**config.mk**
```make
export PLATFORM = sky130hd
export DESIGN_NAME = xlat_cache
export DESIGN_NICKNAME = d
export VERILOG_FILES = /design/src/rtl/xlat_cache.sv
export SDC_FILE = /design/constraint.sdc
export NUM_CORES = 1
export LEC_CHECK = 0
export BUFFER_PORTS_ARGS = -buffer_cell sky130_fd_sc_hd__buf_4
export CORE_UTILIZATION = 35
export CTS_BUF_LIST = sky130_fd_sc_hd__clkbuf_16
export CTS_CLUSTER_DIAMETER = 80
export DETAILED_ROUTE_END_ITERATION = 6
export GPL_ROUTABILITY_DRIVEN = 0
export PLACE_DENSITY = 0.54
export SLEW_MARGIN = 10
export SYNTH_ARGS = -nofsm -noshare
export SYNTH_HDL_FRONTEND = slang
export SYNTH_SLANG_ARGS = --single-unit
```
**constraint.sdc**
```tcl
create_clock -name clk -period 7.75 [get_ports clk]
set_clock_uncertainty 0.2 [all_clocks]
set_input_delay 2.325 -clock clk [delete_from_list [all_inputs] [get_ports clk]]
set_output_delay 2.325 -clock clk [all_outputs]
set_load 0.01 [all_outputs]
```
**src/rtl/xlat_cache.sv**
```systemverilog
module xlat_cache #(
  parameter int ENTRIES      = 8,
  parameter int VPN_W        = 20,
  parameter int PFN_W        = 20,
  parameter int CTL_W        = 32,
  parameter int PAGING_BIT   = 31,
  parameter int PROTECT_BIT  = 0,
  parameter int BIGPAGE_BIT  = 4,
  parameter int WIDEADDR_BIT = 5,
  parameter int GLOBALEN_BIT = 7
) (
  input  logic             clk,
  input  logic             rst_n,
  input  logic             lk_valid,
  input  logic [VPN_W-1:0] lk_vpn,
  output logic             lk_hit,
  output logic [PFN_W-1:0] lk_pfn,
  input  logic             fill_valid,
  input  logic [VPN_W-1:0] fill_vpn,
  input  logic [PFN_W-1:0] fill_pfn,
  input  logic             fill_global,
  input  logic             base_wr,
  input  logic             range_wr,
  input  logic             flush_pin_n,
  input  logic             ctl0_wr,
  input  logic [CTL_W-1:0] ctl0_old,
  input  logic [CTL_W-1:0] ctl0_new,
  input  logic             ctl4_wr,
  input  logic [CTL_W-1:0] ctl4_old,
  input  logic [CTL_W-1:0] ctl4_new
);
  localparam int PTR_W = (ENTRIES > 1) ? $clog2(ENTRIES) : 1;
  localparam logic [CTL_W-1:0] CTL0_MASK =
    (CTL_W'(1) << PAGING_BIT) | (CTL_W'(1) << PROTECT_BIT);
  localparam logic [CTL_W-1:0] CTL4_MASK =
    (CTL_W'(1) << BIGPAGE_BIT) | (CTL_W'(1) << WIDEADDR_BIT) | (CTL_W'(1) << GLOBALEN_BIT);

  logic [ENTRIES-1:0] vld, glb, lk_match, fill_match;
  logic [VPN_W-1:0]   vpn_q [ENTRIES];
  logic [PFN_W-1:0]   pfn_q [ENTRIES];
  logic [PTR_W-1:0]   ptr, fill_slot;
  logic               pin_q;

  wire pin_edge   = pin_q != flush_pin_n;
  wire ctl0_flush = ctl0_wr && |((ctl0_old ^ ctl0_new) & CTL0_MASK);
  wire ctl4_flush = ctl4_wr && |((ctl4_old ^ ctl4_new) & CTL4_MASK);
  wire full_flush = pin_edge || range_wr || ctl0_flush || ctl4_flush;
  wire part_flush = base_wr && !full_flush;
  wire fill_go    = fill_valid && !full_flush;
  wire fill_found = |fill_match;

  assign lk_hit = lk_valid && |lk_match && !full_flush && !base_wr;

  always_comb begin
    lk_pfn    = '0;
    fill_slot = ptr;
    for (int i = 0; i < ENTRIES; i++) begin
      if (lk_hit && lk_match[i]) lk_pfn = lk_pfn | pfn_q[i];
      if (fill_match[i]) fill_slot = PTR_W'(i);
    end
  end

  for (genvar i = 0; i < ENTRIES; i++) begin : g_ent
    assign lk_match[i]   = vld[i] && (vpn_q[i] == lk_vpn);
    assign fill_match[i] = vld[i] && (vpn_q[i] == fill_vpn);

    always_ff @(posedge clk) begin
      if (!rst_n || full_flush) begin
        vld[i] <= 1'b0;
      end else if (fill_go && fill_slot == PTR_W'(i)) begin
        vld[i]   <= 1'b1;
        glb[i]   <= fill_global;
        vpn_q[i] <= fill_vpn;
        pfn_q[i] <= fill_pfn;
      end else if (part_flush && !glb[i]) begin
        vld[i] <= 1'b0;
      end
    end
  end

  always_ff @(posedge clk) begin
    if (!rst_n) begin
      ptr   <= '0;
      pin_q <= 1'b1;
    end else begin
      pin_q <= flush_pin_n;
      if (fill_go && !fill_found)
        ptr <= (ptr == PTR_W'(ENTRIES - 1)) ? '0 : ptr + 1'b1;
    end
  end
endmodule

```
# After elaboration in Yosys (flattened, before gate mapping)
# Memory sizes are Yosys's and may differ from the RTL's.
# Index checks and enable logic that the tools add are counted.
[word_totals]
ff_bits = 20
mem_bits_rw = 320
out_inout_bits = 21
word_cells = 254
mem_count = 2
[memory_table]
columns = ["memory", "words", "word_bits", "read_ports", "rd_ports_with_merged_regs", "wr", "line", "rtl"]
rows = [
  ["pfn_q", 8, 20, 8, 0, 1, "40", "logic [PFN_W-1:0] pfn_q [ENTRIES];"],
  ["vpn_q", 8, 20, 8, 0, 1, "39", "logic [VPN_W-1:0] vpn_q [ENTRIES];"],
]
[classes]
n_addsub = 1
n_eq_ne = 25
muxes = 99
n_bitwise = 10
n_reduce_logical = 99
[ops]
columns = ["operator", "n"]
rows = [
  ["two-way mux 20 bit", 22],
  ["== test 20 bit", 16],
  ["OR reduction 20 bit", 14],
  ["OR 20 bit", 7],
  ["two-way mux 3 bit", 23],
  ["two-way mux 1 bit", 54],
  ["logical AND 1 bit", 48],
  ["bitwise XOR 32 bit", 1],
  ["AND reduction 2 bit", 8],
  ["nonzero test 2 bit", 8],
  ["OR reduction 8 bit", 2],
  ["== test 3 bit (second input constant)", 5],
  ["logical NOT 1 bit", 12],
  ["bitwise XOR 8 bit", 1],
  ["== test 3 x 2 -> 1 bit (second input constant)", 2],
  ["logical OR 1 bit", 4],
  ["adder 3 x 1 -> 3 bit (second input constant)", 1],
  ["== test 3 x 1 -> 1 bit (second input constant)", 1],
  ["logical NOT 3 bit", 1],
  ["OR reduction 3 bit", 1],
  ["OR reduction 2 bit", 1],
  ["!= test 1 bit", 1],
  ["NOT 1 bit", 1],
]

# Logic depth before layout (Yosys ltp)
# Gate-level depths: netlist (run 1).
[logic_depth]
ltp_word = 24
ltp_mapped = 9

# Worst setup path after synthesis (run 1)
# No wires, ideal clock.
[synth_timing]
kind = "input port to flip-flop"
startpoint = "input fill_vpn[17]"
endpoint = "register glb[3] (enable)"
arrival_ns = 7.636
required_time_ns = 7.009
setup_slack_ns = -0.628
cell_stages = 8
path_cell_list = "buf_2 > xor2_1 > nor4_1 > nand4_1 > nor2_1 > o311ai_0 > o21a_1 > nor4_1"
[synth_between]
elab_chain_len = 13
word_cells_on_any_way = 27
[synth_rtl]
columns = ["item", "line", "rtl"]
rows = [
  ["start: declaration", "19", "input logic [VPN_W-1:0] fill_vpn,"],
  ["== test 20 bit", "65", "assign fill_match[i] = vld[i] && (vpn_q[i] == fill_vpn);"],
  ["logical AND 1 bit", "65", ""],
  ["two-way mux 3 bit (7 in a row)", "59", "if (fill_match[i]) fill_slot = PTR_W'(i);"],
  ["two-way mux 3 bit (*)", "59", ""],
  ["== test 3 x 2 -> 1 bit (*)", "70", "end else if (fill_go && fill_slot == PTR_W'(i)) begin"],
  ["logical AND 1 bit (*)", "70", ""],
  ["AND reduction 2 bit (no line) (*)", "n/a", ""],
  ["end signal: indexed assignment", "72", "glb[i] <= fill_global;"],
  ["end: declaration", "38", "logic [ENTRIES-1:0] vld, glb, lk_match, fill_match;"],
]
# Mark *: on every way between the ends. The rest lies on a longest branch, timed or not.
# A chain may end at the register's enable or synchronous reset.

# Final worst setup path (run 1)
[layout_timing]
startpoint = "input lk_vpn[3]"
endpoint = "output lk_pfn[10]"
[layout_between]
elab_chain_len = 22
word_cells_on_any_way = 43
[layout_rtl]
columns = ["item", "line", "rtl"]
rows = [
  ["start: declaration", "15", "input logic [VPN_W-1:0] lk_vpn,"],
  ["== test 20 bit", "64", "assign lk_match[i] = vld[i] && (vpn_q[i] == lk_vpn);"],
  ["logical AND 1 bit", "64", ""],
  ["OR reduction 8 bit", "52", "assign lk_hit = lk_valid && |lk_match && !full_flush && !base_wr;"],
  ["logical AND 1 bit (3 in a row)", "52", ""],
  ["logical AND 1 bit", "58", "if (lk_hit && lk_match[i]) lk_pfn = lk_pfn | pfn_q[i];"],
  ["two-way mux 20 bit", "58", ""],
  ["OR 20 bit", "58", ""],
  ["two-way mux 20 bit", "58", ""],
  ["[4 not listed]", "n/a", ""],
  ["OR 20 bit", "58", ""],
  ["two-way mux 20 bit", "58", ""],
  ["OR 20 bit", "58", ""],
  ["two-way mux 20 bit", "58", ""],
  ["OR 20 bit", "58", ""],
  ["two-way mux 20 bit", "58", ""],
  ["OR 20 bit", "58", ""],
  ["two-way mux 20 bit (*)", "58", ""],
  ["end: declaration", "17", "output logic [PFN_W-1:0] lk_pfn,"],
]
# Marked as above.

==> out/results.ini, run 1 <==
[place]
port_buffers=100
dpl.hpwl_mm=26.8

[logic_synthesis]
synthDistinctLibCells=46
synth_edf_count=328
synth_warnings=0
synth.ff_latch_count=340
synthArstFlopShare=0
synth_seq_area_share=0.655
synth_area_um2=15400
synth_flop_cell=edfxtp_1
synth_largest_area_cell=edfxtp_1
syn-num-nets=1242
synthTopCellsByArea=edfxtp_1, xor2_1, xnor2_1, a22oi_1, nor4_1
synth.avg_cell_area_um2=14.8
synth_most_common_cell=edfxtp_1
synth_common_cells=edfxtp_1, xor2_1, xnor2_1, a22oi_1, nor4_1
synthCells=1042
synth_top_area_frac=0.640

[hold_path]
hold_path.class=reg2reg
whs_path_depth=2

[run]
cap_violations=0

[power]
swShare=0.225
ir_drop_v=0.000169
internal_power_mw=3.05
power.switching_mw=0.884
clkPwrFrac=0.432
power_frac_comb=0.055
pwr-share-seq=0.513
power_density_nw_per_um2=220
p_leak_nw=5.88

[cells_and_area]
multi_input_area_um2=5040
area_growth_pct=16.5
drive_gt1_frac=0.167
final_nets=1348
seq_area_um2=10100
n_fill_cell=4000
antennaDiodeCount=0

[grt]
grt_pass1_vias=9144
antenna_found_initial=3
grt_max_degree=42
grt_usage=0.201
grt_pass1_wl_mm=63.5
grt_overflow_total=0

[worst_setup_path]
arrival_ps=4700
cp_slowest_stage_delay_ps=690
crit_path_end_kind=output pin
critPathTopFamily=simple AND/OR/NAND/NOR gates
rr_worst_depth=8
start_kind=input port
cp.required_ps=5220
cp_common_cell=buf_4
cp.depth=10
crit_buf_inv=3
crit_fanout=20
path_cells=buf_4 > xnor2_1 > nand4_1 > nor4_1 > and4b_1 > buf_4 > a22oi_1 > nand2_1 > nand3b_1 > buf_4
cpMaxStageDelayCell=nor4_1
critPathKind=in2out

[run_status]
status=completed

[route]
via_per_inst=5.21
firstDrtPassIters=5
drt-wirelength-per-cell_um=25.2
drt-initial-drc-count=729
wl_mm=44.3
drc_errors=0
postRouteAntennaNets=0
route.vias.total=9165

[clock_tree]
path_clk_slew_ps=60
numCtsBuffers=38
holdBufCountCts=0
cts_tree=done
cts_resized=0
clockBufferDepth=3
clkSinkCount=340
cts_root_buf=clkbuf_16
clk_latency_ps=560
h-tree-depth=2
post_cts.repair.setup_buffers=0

[sta]
rsz0062_at_grt=false
slew_violations=0
fin_hold_ws_ps=299
min_period_over_period=0.933
setup_tns_ps=0
worst_slew_pin_slew_ps=875
hold_viol_final=0
fmax_mhz=138
setup_viol=0
slew_headroom=0.413
finalCriticalPeriod_ps=7230

[floorplanning]
num_io_pins=219
core_um2=43300
start_util=0.356
die_area_um2=44800
die_h_um=212
die_w_um=212
rows=76

==> cell families after synthesis <==
group                    after synthesis  share of synthesized area
AO/OA/AOI/OAI                        120                     0.0585
XOR/XNOR                             326                      0.186
adder cells (fa/ha/maj)                2                    0.00162
buffers and inverters                 58                     0.0230
flip-flops                           340                      0.655
AND/OR/NAND/NOR                      196                     0.0759
==> registers in the layout, summed over array words and instances, names as in the netlist <==
name / cells
pfn_q: 160
ptr: 3
pin_q: 1
vld: 8
vpn_q: 160
glb: 8
==> area by class of cell <==
type | instances | area share
Sequential cell | 340 | 0.562
Clock inverter | 28 | 0.0111
Clock buffer | 38 | 0.0530
Multi-Input combinational cell | 644 | 0.281
Timing Repair Buffer | 123 | 0.0515
Tap cell | 585 | 0.0408
Inverter | 1 | 0.000209
==> cells in the final DEF, fill, tap and decap left out, types with 2 or more instances in the layout <==
cell       instances
xor2_1           192
ha_1               2
nor4_1            47
nand3b_1           9
bufinv_16          2
a22o_1            11
nand2_1           14
nor2_2             2
and4_1             4
nand4_1           40
nor3_2            11
dfxtp_1           12
and3_4             2
a22oi_1           58
edfxtp_1         328
a21o_1             2
nor4_2             4
o31ai_1            7
clkinv_2           7
nor2_1             8
a21oi_1            8
buf_4            123
o211ai_1           8
xnor2_1          133
a221oi_1          11
nand3_1           30
clkbuf_16         38
and2_1             6
and3_1             4
nor3_1             8
inv_1             12
clkinv_1           5
o21ai_0            5
==> routing by layer <==
metal | track usage | vias up | share of wire
li1 | - | 4175 | -
met1 | 0.266 | 4638 | 0.44
met2 | 0.329 | 276 | 0.47
met3 | 0.0393 | 70 | 0.060
met4 | 0.0672 | 6 | 0.027
met5 | 0 | - | 0.0012
==> power groups by stage <==
| stage | sequential [mW] | combinational [mW] | clock (mW) |
|---|---|---|---|
| final | 2.02 | 0.217 | 1.70 |
| after global placement | 2.06 | 0.217 | 0 |
| after floorplan | 2.06 | 0.118 | 0 |
| after CTS | 2.02 | 0.219 | 1.74 |
| after global routing | 2.02 | 0.231 | 1.80 |
| after detailed placement | 2.06 | 0.217 | 0 |
==> worst paths after layout <==
| path | slack, ps | to | startpoint |
|---|---|---|---|
| min | 300 | vld[1] | glb[1] |
| min reg2reg | 300 | vld[1] | glb[1] |
| max | 520 | lk_pfn[10] | lk_vpn[3] |
| max reg2reg | 4150 | vpn_q[1][58] | vpn_q[1][42] |
==> per-stage QoR <==
step | std cells | util | setup WS, ps | cell area, µm² | power (mW)
after floorplan | 1042 | - | 396 | 15400 | 2.18
after global placement | 1693 | 0.388 | 599 | 16800 | 2.27
after detailed placement | 1693 | 0.388 | 619 | 16800 | 2.27
after CTS | 1759 | 0.415 | 600 | 17900 | 3.98
after global routing | 1759 | 0.415 | 367 | 17900 | 4.05
final | 1759 | 0.415 | 520 | 17900 | 3.94
==> worst min-delay path, cell delays in order, from the launching register on <==
cell and delay, ps:
edfxtp_1 320, o211ai_1 90, o31ai_1 60
No activity file was read; power rests on OpenSTA's default activity.
==> inputs of run 2 (changes only) <==
- RECOVER_POWER: not set -> 25
==> run 2 against run 1 <==
Against the previous run: routed wire length increased by 0.23%; combinational power down 3%; critical path type unchanged; first-iteration DRC count fell by 4.9%.
==> out/results.ini, run 2 (same netlist as run 1, synthesis figures left out) <==
[sta]
slew_violations=0  ; unchanged
hold_viol_final=0  ; unchanged
fin_ws_ps=582  ; +62.4 ps
fmax_mhz=140  ; +0.87%
slew_headroom=0.230  ; -0.183
setup_viol=0  ; unchanged
worst_slew_pin_slew_ps=1150  ; +280 ps
finalCriticalPeriod_ps=7170  ; -62.4 ps
min_period_over_period=0.925  ; -0.00805
rsz0062_at_grt=false
setup_tns_ps=0  ; unchanged

[place]
port_buffers=100  ; unchanged
dpl.hpwl_mm=26.8  ; unchanged
pre_cts_slack_ps=619  ; unchanged

[grt]
grt_use_met3=0.0393  ; unchanged
grt_max_degree=42  ; unchanged
grt_usage=0.201  ; unchanged
grt_util_met1=0.266  ; unchanged
busiest_layer=met2
grt_pass1_vias=9144  ; unchanged
antenna_found_initial=3  ; unchanged
grt_overflow_total=0  ; unchanged
met2_usage=0.329  ; unchanged
grt_pass1_wl_mm=63.5  ; unchanged

[clock_tree]
clk_latency_ps=560  ; about the same
clkSinkCount=340  ; unchanged
path_clk_slew_ps=60  ; about the same
post_cts.repair.setup_buffers=0  ; unchanged
numCtsBuffers=38  ; unchanged
h-tree-depth=2  ; unchanged
clockBufferDepth=3  ; unchanged
holdBufCountCts=0  ; unchanged
cts_root_buf=clkbuf_16
cts_tree=done
cts_resized=0  ; unchanged

[floorplanning]
die_h_um=212  ; unchanged
core_um2=43300  ; unchanged
die_w_um=212  ; unchanged
num_io_pins=219  ; unchanged
rows=76  ; unchanged
start_util=0.356  ; unchanged
die_area_um2=44800  ; unchanged

[power]
clkPwrFrac=0.433  ; about the same
ir_drop_v=0.000170  ; about the same
power_frac_comb=0.054  ; about the same
p_leak_nw=5.80  ; -1.4%
power_density_nw_per_um2=220  ; +0.34%
power_mw=3.93  ; -0.15%
pwr-share-seq=0.513  ; about the same
swShare=0.225  ; about the same
internal_power_mw=3.05  ; -0.16%
power.switching_mw=0.883  ; about the same

[worst_setup_path]
cp.required_ps=5220  ; about the same
crit_path_start=lk_vpn[3]
crit_path_end_kind=output pin
start_kind=input port
r2r-start=vpn_q[1][51]
crit_fanout=20  ; unchanged
arrival_ps=4640  ; -60 ps
critPathKind=in2out

[route]
wl_mm=44.4  ; +0.23%
route.vias.total=9132  ; -0.36%
via_per_inst=5.19  ; -0.36%
drt-initial-drc-count=693  ; -4.9%
postRouteAntennaNets=0  ; unchanged
drt-wirelength-per-cell_um=25.2  ; +0.23%
drc_errors=0  ; unchanged
firstDrtPassIters=5  ; unchanged

[run_status]
status=completed

[cells_and_area]
antennaDiodeCount=0  ; unchanged
area_growth_pct=15.9
post-route-util=0.413  ; -0.00200
layout_common_cells=edfxtp_1, xor2_1, xnor2_1
drive_gt1_frac=0.147  ; -0.0196
final_common_cell=edfxtp_1
final_nets=1348  ; unchanged
top_regs=pfn_q (160), vpn_q (160)

[hold_path]
holdCritStartpoint=glb[1]
hold_path.class=reg2reg

[run]
cap_violations=0  ; unchanged

## run 2: cell count changes in the layout (fill, tap and decap cells not counted), sizes merged
cell and delta:
buf -23, clkbuf +23
## run 2: layer usage
| layer | share of wire | wire length (µm) |
|---|---|---|
| met4 | 0.027 | 1200 |
| met3 | 0.061 | 2700 |
| met5 | 0.0012 | 52 |
| met1 | 0.44 | 19600 |
| met2 | 0.47 | 20900 |
## run 2: final timing paths
kind,to,cells past startpoint,slack (ps)
worst max register to register,vpn_q[1][58],8,4170
worst max-delay path,lk_pfn[10],10,580
worst min register to register,vld[1],2,300
worst min-delay path,vld[1],2,300
## run 2: final cells by class
| cell class | instances | area, µm² |
|---|---|---|
| fillers | 4015 | 25400 |
| flip-flops and latches | 340 | 10100 |
| multi-input cells | 644 | 5040 |
| clock buffers | 38 | 951 |
| repair buffers | 123 | 837 |
| well taps | 585 | 732 |
| clock inverters | 28 | 199 |
| inverters | 1 | 3.75 |
## run 2: power by group through the flow
stage | clock network, mW | logic, mW | registers, mW
after floorplan | 0 | 0.118 | 2.06
after global placement | 0 | 0.217 | 2.06
after detailed placement | 0 | 0.217 | 2.06
after CTS | 1.74 | 0.219 | 2.02
after global routing | 1.80 | 0.226 | 2.02
final | 1.70 | 0.211 | 2.02
## run 2: stage by stage
stage / hold WS, ps / instance area [µm²] / std cells
finish: 298 / 17900 / 1759
global route: 338 / 17900 / 1759
CTS: 306 / 17900 / 1759
detailed placement: 285 / 16800 / 1693
global placement: 288 / 16800 / 1693
floorplan: 268 / 15400 / 1042
## run 2: critical path: stages
cell,delay [ps]
buf_4,260
xnor2_1,170
nand4_1,100
nor4_1,620
and4b_1,310
buf_4,340
a22oi_1,150
nand2_1,80
nand3b_1,110
buf_4,140
==> inputs of run 3 (changes only) <==
- PLACE_DENSITY: 0.54 -> not set
- PLACE_DENSITY_LB_ADDON: not set -> 0.2
==> run 3 against run 2 <==
Against the previous run: setup slack improved by 51 ps; register-to-register slack got worse by 220 ps; cell area rose by 0.46%; largest cell class unchanged; critical path depth fell by 1; maximum frequency rose by 0.72%; highest routed layer unchanged; sequential cell count did not move.
==> out/results.ini, run 3 (same netlist as run 1, synthesis figures left out) <==
[run_status]
status=completed

[route]
drt-initial-drc-count=738  ; +6.5%
drc_errors=0  ; unchanged
firstDrtPassIters=5  ; unchanged
route.vias.total=9205  ; +0.80%
postRouteAntennaNets=0  ; unchanged
wl_mm=45.3  ; +2.0%
drt-wirelength-per-cell_um=25.7  ; +1.7%
via_per_inst=5.22  ; +0.57%

[grt]
grt_usage=0.205  ; +0.00408
met2_usage=0.342  ; +0.0129
antenna_found_initial=2  ; -1
busiest_layer=met2
grt_use_met3=0.0404  ; +0.00104
grt_pass1_vias=9268  ; +1.4%
grt_overflow_total=0  ; unchanged
grt_pass1_wl_mm=64.7  ; +2.0%
grt_util_met1=0.265  ; -0.000955
grt_max_degree=42  ; unchanged

[hold_path]
holdCritStartpoint=glb[2]
whs_path_depth=2  ; unchanged
hold_path.class=reg2reg
whs_endpoint=vld[2]

[clock_tree]
clkSinkCount=340  ; unchanged
clockBufferDepth=3  ; unchanged
cts_resized=0  ; unchanged
h-tree-depth=2  ; unchanged
post_cts.repair.setup_buffers=0  ; unchanged
path_clk_slew_ps=60  ; about the same
cts_tree=done
cts_root_buf=clkbuf_16
numCtsBuffers=39  ; +2.6%
clk_latency_ps=540  ; -20 ps
holdBufCountCts=0  ; unchanged

[power]
power_mw=3.98  ; +1.2%
power_density_nw_per_um2=222  ; +0.77%
ir_drop_v=0.000182  ; +7.2%
p_leak_nw=5.83  ; +0.44%

[cells_and_area]
area_growth_pct=16.4
top_regs=pfn_q (160), vpn_q (160)
seq_area_um2=10100  ; unchanged
layout_common_cells=edfxtp_1, xor2_1, xnor2_1
drive_gt1_frac=0.147  ; -0.000500
multi_input_area_um2=5040  ; unchanged
antennaDiodeCount=0  ; unchanged
final_nets=1348  ; unchanged
final_common_cell=edfxtp_1
n_fill_cell=4090  ; +1.9%

[floorplanning]
die_h_um=212  ; unchanged
start_util=0.356  ; unchanged
core_um2=43300  ; unchanged
die_area_um2=44800  ; unchanged
num_io_pins=219  ; unchanged
rows=76  ; unchanged
die_w_um=212  ; unchanged

[sta]
finalCriticalPeriod_ps=7120  ; -51.4 ps
fmax_mhz=141  ; +0.72%
fin_hold_ws_ps=300  ; +1.76 ps
worst_slew_pin_slew_ps=1250  ; +98.5 ps
slew_headroom=0.165  ; -0.0657
rsz0062_at_grt=false
min_period_over_period=0.918  ; -0.00663
hold_viol_final=0  ; unchanged
setup_tns_ps=0  ; unchanged
fin_ws_ps=634  ; +51.4 ps
slew_violations=0  ; unchanged
setup_viol=0  ; unchanged

[worst_setup_path]
critPathKind=in2out
start_kind=input port
r2r-start=vpn_q[1][60]
cp.required_ps=5220  ; about the same
critPathTopFamily=simple AND/OR/NAND/NOR gates
crit_path_end_kind=output pin
cp_slowest_stage_delay_ps=450  ; -170 ps
crit_fanout=20  ; unchanged
arrival_ps=4590  ; -50 ps
path_cells=buf_4 > xnor2_1 > nand4_1 > nor4_1 > and4b_1 > buf_4 > a22oi_1 > nand3_1 > buf_4
crit_buf_inv=3  ; unchanged
rr_worst_depth=8  ; unchanged
r2r_end=pfn_q[1][7]
cpMaxStageDelayCell=nor4_1
cp_common_cell=buf_4
r2r_slack_ps=3950  ; -220 ps

[run]
cap_violations=0  ; unchanged

[place]
port_buffers=100  ; unchanged
pre_cts_slack_ps=677  ; +58.2 ps
dpl.hpwl_mm=27.5  ; +2.7%

[run 3: cell types whose count changed in the layout (fill, tap and decap cells not counted), sizes merged]
cell      before  now
bufinv         2    1
buf          100   98
clkinvlp       1    2
inv           13   14
clkbuf        61   66
[run 3: worst min-delay path, stage by stage, from the launching register on]
cell and delay (ps):
edfxtp_1 320, o211ai_1 90, o31ai_1 60
[run 3: worst max-delay path by stage]
stage	slack, ps	startpoint	cells after the start	to
after floorplan	400	fill_vpn[10]	8	glb[1]
after global placement	680	lk_vpn[1]	9	lk_pfn[3]
after detailed placement	680	lk_vpn[1]	9	lk_pfn[3]
after CTS	650	lk_vpn[1]	9	lk_pfn[3]
after global routing	520	lk_vpn[1]	9	lk_pfn[18]
final	630	lk_vpn[1]	9	lk_pfn[18]
[run 3: report_power, final]
group / internal (mW) / total, mW / switching, mW
clock: 1.01 / 1.75 / 0.740
sequential: 2.02 / 2.02 / 0.00172
combinational: 0.0711 / 0.213 / 0.142
total: 3.10 / 3.98 / 0.883
[run 3: cell type report]
class / count / area share
flip-flops and latches: 340 / 0.563
multi-input cells: 644 / 0.281
clock buffers: 42 / 0.0586
repair buffers: 122 / 0.0474
well taps: 585 / 0.0408
clock inverters: 29 / 0.00928
inverters: 1 / 0.000209
[run 3: routing by layer]
layer | share of wire | up-vias
met5 | 0.00071 | -
met4 | 0.030 | 4
met3 | 0.056 | 78
met2 | 0.48 | 268
met1 | 0.43 | 4683
li1 | - | 4172
[run 3: per-stage QoR]
stage                     instance area (µm²)  utilization  instances
after floorplan                         15400            -       1042
after global placement                  16800        0.388       1692
after detailed placement                16800        0.388       1692
after CTS                               18000        0.417       1763
after global routing                    17900        0.414       1763
final                                   17900        0.414       1763
